--- src/rtl/phy_pwrup_pkg.sv ---
package phy_pwrup_pkg;

   typedef enum logic [2:0] {
      S_OFF  = 3'd0,
      S_ARM  = 3'd1,
      S_DPD  = 3'd2,
      S_BG   = 3'd3,
      S_PLL  = 3'd4,
      S_PORT = 3'd5,
      S_ON   = 3'd6,
      S_ERR  = 3'd7
   } seq_state_e;

   localparam int NUM_PDN = 7;

   // control indices inside the decoded vector
   localparam int IX_CAL  = 0;
   localparam int IX_DEEP = 1;
   localparam int IX_CAP  = 2;
   localparam int IX_VCO  = 3;
   localparam int IX_BG   = 4;
   localparam int IX_PLL  = 5;
   localparam int IX_PORT = 6;

   // step level reached by each state (1 = everything powered down)
   function automatic int unsigned stage_of(seq_state_e s);
      case (s)
         S_DPD, S_BG: return 2;
         S_PLL:       return 3;
         S_PORT:      return 4;
         S_ON:        return 5;
         default:     return 1;
      endcase
   endfunction

   // first step level at which a control is released; 6 means never
   function automatic int unsigned release_step(int idx);
      case (idx)
         IX_DEEP:               return 2;
         IX_BG:                 return 3;
         IX_PLL, IX_VCO, IX_CAP: return 4;
         IX_PORT:               return 5;
         default:               return 6;
      endcase
   endfunction

endpackage

--- src/rtl/phy_pwrup_tick_timer.sv ---
module phy_pwrup_tick_timer #(
   parameter int W = 8
) (
   input  logic         clk,
   input  logic         rst_n,
   input  logic         en,
   input  logic         clr,
   input  logic         tick,
   input  logic [W-1:0] limit,
   output logic         hit
);

   logic [W-1:0] cnt_q;

   assign hit = en && tick && (cnt_q == limit - 1'b1);

   always_ff @(posedge clk or negedge rst_n) begin
      if (!rst_n)
         cnt_q <= '0;
      else if (clr || hit)
         cnt_q <= '0;
      else if (en && tick)
         cnt_q <= cnt_q + 1'b1;
   end

endmodule

--- src/rtl/phy_pwrup_decode.sv ---
module phy_pwrup_decode
   import phy_pwrup_pkg::*;
#(
   parameter int N = NUM_PDN
) (
   input  seq_state_e   state,
   output logic [N-1:0] pdn
);

   for (genvar i = 0; i < N; i++) begin : g_pdn
      assign pdn[i] = (stage_of(state) < release_step(i));
   end

endmodule

--- src/rtl/phy_pwrup_seq.sv ---
module phy_pwrup_seq
   import phy_pwrup_pkg::*;
#(
   parameter int T_BG_US   = 15,
   parameter int T_PLL_US  = 25,
   parameter int T_PORT_US = 225,
   parameter int POLL_US   = 20,
   parameter int TMO_US    = 10000
) (
   input  logic clk,
   input  logic rst_n,
   input  logic start,
   input  logic us_tick,
   input  logic pmu_dpd_stat,
   output logic pdn_port,
   output logic pdn_pll,
   output logic pdn_bg,
   output logic pdn_vco,
   output logic pdn_cap,
   output logic pdn_deep,
   output logic pdn_cal,
   output logic pmu_sample_en,
   output logic busy,
   output logic done,
   output logic err
);

   localparam int NPOLL   = TMO_US / POLL_US;
   localparam int DLY_MAX = (T_PORT_US > T_PLL_US) ?
                            ((T_PORT_US > T_BG_US) ? T_PORT_US : T_BG_US) :
                            ((T_PLL_US > T_BG_US) ? T_PLL_US : T_BG_US);
   localparam int DW = $clog2(DLY_MAX + 1);
   localparam int PW = $clog2(POLL_US + 1);
   localparam int NW = $clog2(NPOLL + 1);

   if (T_BG_US < 1 || T_PLL_US < 1 || T_PORT_US < 1) begin : g_bad_dly
      $error("step delays must be at least one microsecond");
   end
   if (POLL_US < 1 || TMO_US < POLL_US) begin : g_bad_poll
      $error("poll interval must be positive and not exceed the timeout");
   end
   if ((TMO_US % POLL_US) != 0) begin : g_bad_tmo
      $error("timeout must be a whole number of poll intervals");
   end

   seq_state_e state_q, state_d;
   logic       in_dpd, in_wait, moving;
   logic       dly_hit, poll_hit, poll_last;
   logic [DW-1:0] dly_limit;
   logic [NUM_PDN-1:0] pdn_vec;

   assign in_dpd  = (state_q == S_DPD);
   assign in_wait = (state_q == S_BG) || (state_q == S_PLL) || (state_q == S_PORT);
   assign moving  = (state_d != state_q);

   always_comb begin
      case (state_q)
         S_PLL:   dly_limit = DW'(T_PLL_US);
         S_PORT:  dly_limit = DW'(T_PORT_US);
         default: dly_limit = DW'(T_BG_US);
      endcase
   end

   phy_pwrup_tick_timer #(.W(DW)) u_step_dly (
      .clk   (clk),
      .rst_n (rst_n),
      .en    (in_wait),
      .clr   (moving),
      .tick  (us_tick),
      .limit (dly_limit),
      .hit   (dly_hit)
   );

   phy_pwrup_tick_timer #(.W(PW)) u_poll_gap (
      .clk   (clk),
      .rst_n (rst_n),
      .en    (in_dpd),
      .clr   (moving),
      .tick  (us_tick),
      .limit (PW'(POLL_US)),
      .hit   (poll_hit)
   );

   phy_pwrup_tick_timer #(.W(NW)) u_poll_cnt (
      .clk   (clk),
      .rst_n (rst_n),
      .en    (in_dpd),
      .clr   (moving),
      .tick  (poll_hit),
      .limit (NW'(NPOLL)),
      .hit   (poll_last)
   );

   always_comb begin
      state_d = state_q;
      case (state_q)
         S_OFF, S_ERR: if (start) state_d = S_ARM;
         S_ARM:        state_d = S_DPD;
         S_DPD: begin
            if (poll_hit) begin
               if (!pmu_dpd_stat)  state_d = S_BG;
               else if (poll_last) state_d = S_ERR;
            end
         end
         S_BG:    if (dly_hit) state_d = S_PLL;
         S_PLL:   if (dly_hit) state_d = S_PORT;
         S_PORT:  if (dly_hit) state_d = S_ON;
         S_ON:    state_d = S_ON;
         default: state_d = S_OFF;
      endcase
   end

   always_ff @(posedge clk or negedge rst_n) begin
      if (!rst_n) state_q <= S_OFF;
      else        state_q <= state_d;
   end

   phy_pwrup_decode #(.N(NUM_PDN)) u_decode (
      .state (state_q),
      .pdn   (pdn_vec)
   );

   assign pdn_port = pdn_vec[IX_PORT];
   assign pdn_pll  = pdn_vec[IX_PLL];
   assign pdn_bg   = pdn_vec[IX_BG];
   assign pdn_vco  = pdn_vec[IX_VCO];
   assign pdn_cap  = pdn_vec[IX_CAP];
   assign pdn_deep = pdn_vec[IX_DEEP];
   assign pdn_cal  = pdn_vec[IX_CAL];

   assign pmu_sample_en = (state_q == S_ARM) || in_dpd;
   assign busy          = (state_q == S_ARM) || in_dpd || in_wait;
   assign done          = (state_q == S_ON);
   assign err           = (state_q == S_ERR);

endmodule

--- config.mk ---
export PLATFORM = sky130hd
export DESIGN_NAME = phy_pwrup_seq
export DESIGN_NICKNAME = d
export VERILOG_FILES = /design/src/rtl/phy_pwrup_pkg.sv /design/src/rtl/phy_pwrup_tick_timer.sv /design/src/rtl/phy_pwrup_decode.sv /design/src/rtl/phy_pwrup_seq.sv
export SDC_FILE = /design/constraint.sdc
export NUM_CORES = 1
export LEC_CHECK = 0
export BUFFER_PORTS_ARGS = -buffer_cell sky130_fd_sc_hd__buf_2
export CORE_ASPECT_RATIO = 1.2
export CORE_UTILIZATION = 30
export CTS_CLUSTER_DIAMETER = 200
export DETAILED_ROUTE_END_ITERATION = 7
export GPL_TIMING_DRIVEN = 1
export SLEW_MARGIN = 15
export SYNTH_ARGS = -nofsm -noshare
export SYNTH_HDL_FRONTEND = slang
export SYNTH_HIERARCHICAL = 1
export SYNTH_SLANG_ARGS = --single-unit
--- constraint.sdc ---
create_clock -name clk -period 3.7 [get_ports clk]
set_input_delay 0 -clock clk [delete_from_list [all_inputs] [get_ports clk]]
set_output_delay 0 -clock clk [all_outputs]
set_load 0.01 [all_outputs]
==> qor.csv <==
stage;metric;value;unit
outcome;status;finished, final reports clean;
pwr;Internal;0.000718;W
pwr;Peak supply drop;0.503;mV
drt;wire per inst;11.8;um
clocking;postcts setup bufs;0;
pwr;Pleak;1.12;nW
finish;Post-Layout Inst Area;0.00277;mm2
clocking;CTS tree;done;
pwr;sequential share of power;0.245;
sta;Tmin final;3450;ps
sta;Slew Viols, Final;0;
drt;antenna viol nets, final;0;
pwr;combinational power share;0.639;
finish;commonest cells after routing, fill and taps aside;conb_1 (49), xnor2_1 (32), dfrtp_1 (25), xor2_1 (17), a211oi_1 (17);
floorplan;# rows;34;
setup_path;CP Capture Type;flop;
synth;EDFF count, synth;0;
synth;FFs w/ async S/R, synth;1.00;
setup_path;crit-path max cell delay;460;ps
setup_path;Worst path most repeated cell;buf_4;
synth;Yosys top cell by area;dfrtp_1;
sta;final setup fails;0;
setup_path;arrival time of the worst setup path;3620;ps
synth;Synth top area share;0.270;
finish;FF/Latch Area;626;um2
drt;Initial DRC Count;62;
clocking;worst skew pair latency;270;ps
setup_path;CP Max Fanout;18;
drt;drt first pass iters;4;
setup_path;delay-heaviest family, CP;compound AO/OA/AOI/OAI gates;
global_routing;GR Util All Layers;0.132;
synth;post-synthesis sequential area ratio;0.270;
setup_path;startpoint types;flop;
place;Final GP Congestion;0.767;
worst_hold_path;hold path depth;3;
floorplan;die height;98.2;um
clocking;CTS root buf;clkbuf_8;
global_routing;first-pass GRT wire length;8560;um
synth;Post-Syn Area per Cell;8.94;um2
clocking;buffer levels on the longest clock path;2;
flow_run;Max Cap Violations;0;
pwr;Clock Power Share;0.116;
pwr;pwr/cell area;499;mW/mm2
setup_path;crit-path cells;buf_4 -> or2b_1 -> nor2_2 -> buf_4 -> xor2_1 -> o21bai_1 -> nand2_2 -> and2_1 -> buf_4 -> o211a_1 -> a32oi_1 -> o211ai_4 -> a211oi_1;
sta;RSZ-0062 raised after global routing;no;
setup_path;Slowest-stage cell, CP;a32oi_1;
pwr;total power;0.00138;W
floorplan;Initial Utilization;0.315;
synth;Synth warnings;6;
global_routing;gr ovfl total;0;
drt;WL final;4900;um
synth;Distinct cells, synth;58;
pwr;switching share of power;0.481;
sta;Tcrit/Tclk final;0.932;
drt;vias per cell;4.62;
synth;Post-Syn Area;0.00231;mm2
pwr;net switching power;0.000664;W
setup_path;R2R cell count;13;
global_routing;largest net degree at the start of global routing;26;
synth;Post-synth top flop;dfrtp_1;
place;DP HPWL;3710;um
setup_path;CP Class;flop to flop;
worst_hold_path;hold path start;us_tick;
setup_path;CP required;3870;ps
sta;clock skew;9.34;ps
clocking;clk sinks;25;
drt;Via Count;1914;
finish;most common cell after layout, fill and taps aside;conb_1;
clocking;Worst-path clk slew;90;ps
finish;share of cells above drive strength 1;0.157;
finish;Syn-to-layout area delta;19.7;%
finish;Ant. Diodes;0;
synth;Synth area leaders;dfrtp_1 (27%), xnor2_1 (12%), xor2_1 (6.4%);
sta;final hold vios;0;
floorplan;I/O Pins;16;
sta;Worst Tran Pin Value;583;ps
finish;Nets;336;
place;Cell Area, Placed;0.00269;mm2
drt;Residual DRC;0;
finish;fillers;772;
sta;Slew HR;0.608;
clocking;TritonCTS Buffers;3;
finish;area of the multi-input gates;0.00178;mm2
global_routing;vias in the first global route;1920;
floorplan;die area;0.00807;mm2
synth;register bit total from synthesis;25;
sta;Worst Hold Margin;56.9;ps
place;I/O Buffers;14;
setup_path;WP depth;13;
synth;Post-Synthesis Cells;259;
sta;fmax;290;MHz
floorplan;Core Box Area;0.00736;mm2
worst_hold_path;Hold WC Path Type;input port to flop;
floorplan;Die W;82.2;um
global_routing;initial antenna violation count;0;
setup_path;R2R Path Start;state_q[2];
setup_path;Bufs and invs on worst path;3;
clocking;H-tree levels;1;
setup_path;Critical path origin;state_q[2];
worst paths after layout:
check / to / slack (ps)
min: u_step_dly/cnt_q[1] / 60
max reg2reg: u_poll_cnt/cnt_q[3] / 250
min reg2reg: u_step_dly/cnt_q[1] / 610
max: u_poll_cnt/cnt_q[3] / 250
min in group asynchronous: u_poll_cnt/cnt_q[5] / 260
max in group asynchronous: u_step_dly/cnt_q[4] / 3060
metrics by stage:
stage	utilization	instances	setup WS (ps)	TNS [ps]
2_1_floorplan	-	305	6.60	0
3_5_place_dp	0.365	408	-48.8	-239
5_1_grt	0.377	414	4.38	0
4_1_cts	0.374	413	123	0
6_report	0.377	414	252	0
3_3_place_gp	0.365	408	-24.7	-71.2
sequential cells by signal, summed over array words and instances (netlist names):
signal / count
u_poll_cnt/cnt_q: 9
u_step_dly/cnt_q: 8
u_poll_gap/cnt_q: 5
state_q: 3
worst register-to-register path, delay by kind of cell, from the launching register on:
family	cells	cell delay, ps
buffers and inverters	3	570
AND/OR/NAND/NOR	4	820
XOR/XNOR	1	230
AO/OA/AOI/OAI	5	1340
flip-flops	1	400
layer usage:
metal,global-route usage,part of all wire,up-vias,wire [um]
met1,0.167,0.48,898,2330
met3,0.0112,0.0098,2,48
met2,0.238,0.51,9,2500
li1,-,-,1005,-
met5,0,0,-,0
met4,0.0283,0.0043,0,21
cell usage after synthesis, drive strengths merged, types with 2 or more instances:
master,n
a211oi,17
a21oi,8
a31oi,3
a32oi,3
and2,3
and3,3
buf,10
clkbuf,2
conb,3
dfrtp,25
ha,6
inv,13
mux2i,3
nand2,18
nand2b,4
nand3,10
nand3b,2
nand4,3
nor2,13
nor2b,3
nor3,16
nor3b,3
nor4,7
nor4b,2
o211ai,4
o21ai,6
o21bai,2
o31ai,2
or2,3
xnor2,33
xor2,17
power by group through the flow:
| stage | combinational, W | clock, W | sequential, W |
|---|---|---|---|
| 6_report | 0.000882 | 0.000160 | 0.000339 |
| 4_1_cts | 0.000847 | 0.000166 | 0.000339 |
| 2_1_floorplan | 0.000636 | 0 | 0.000360 |
| 5_1_grt | 0.000984 | 0.000179 | 0.000343 |
| 3_3_place_gp | 0.000822 | 0 | 0.000343 |
| 3_5_place_dp | 0.000831 | 0 | 0.000344 |
what timing repair did:
action,in CTS,in global routing
gates cloned,0,1
hold buffers,1,0
pin swaps,0,2
resized for setup,1,1
hold endpoints to repair,25,0
endpoints found under the setup margin,21,22
cell type report:
type,instances,share of cell area
multi-input cells,256,0.641
flip-flops and latches,25,0.226
repair buffers,26,0.0587
well taps,90,0.0406
inverters,13,0.0176
clock buffers,4,0.0163
logic make-up (layout without fill, tap and decap cells):
kind of cell | Yosys count | count (layout) | synth area share
flops | 25 | 25 | 0.270
simple gates | 93 | 93 | 0.248
other cells | 3 | 49 | 0.00486
compound gates | 54 | 55 | 0.181
fa+ha+maj | 6 | 6 | 0.0324
mux | 3 | 3 | 0.0130
xor+xnor | 50 | 50 | 0.197
buf+inv | 25 | 43 | 0.0535
No activity file was read; power rests on OpenSTA's default activity.
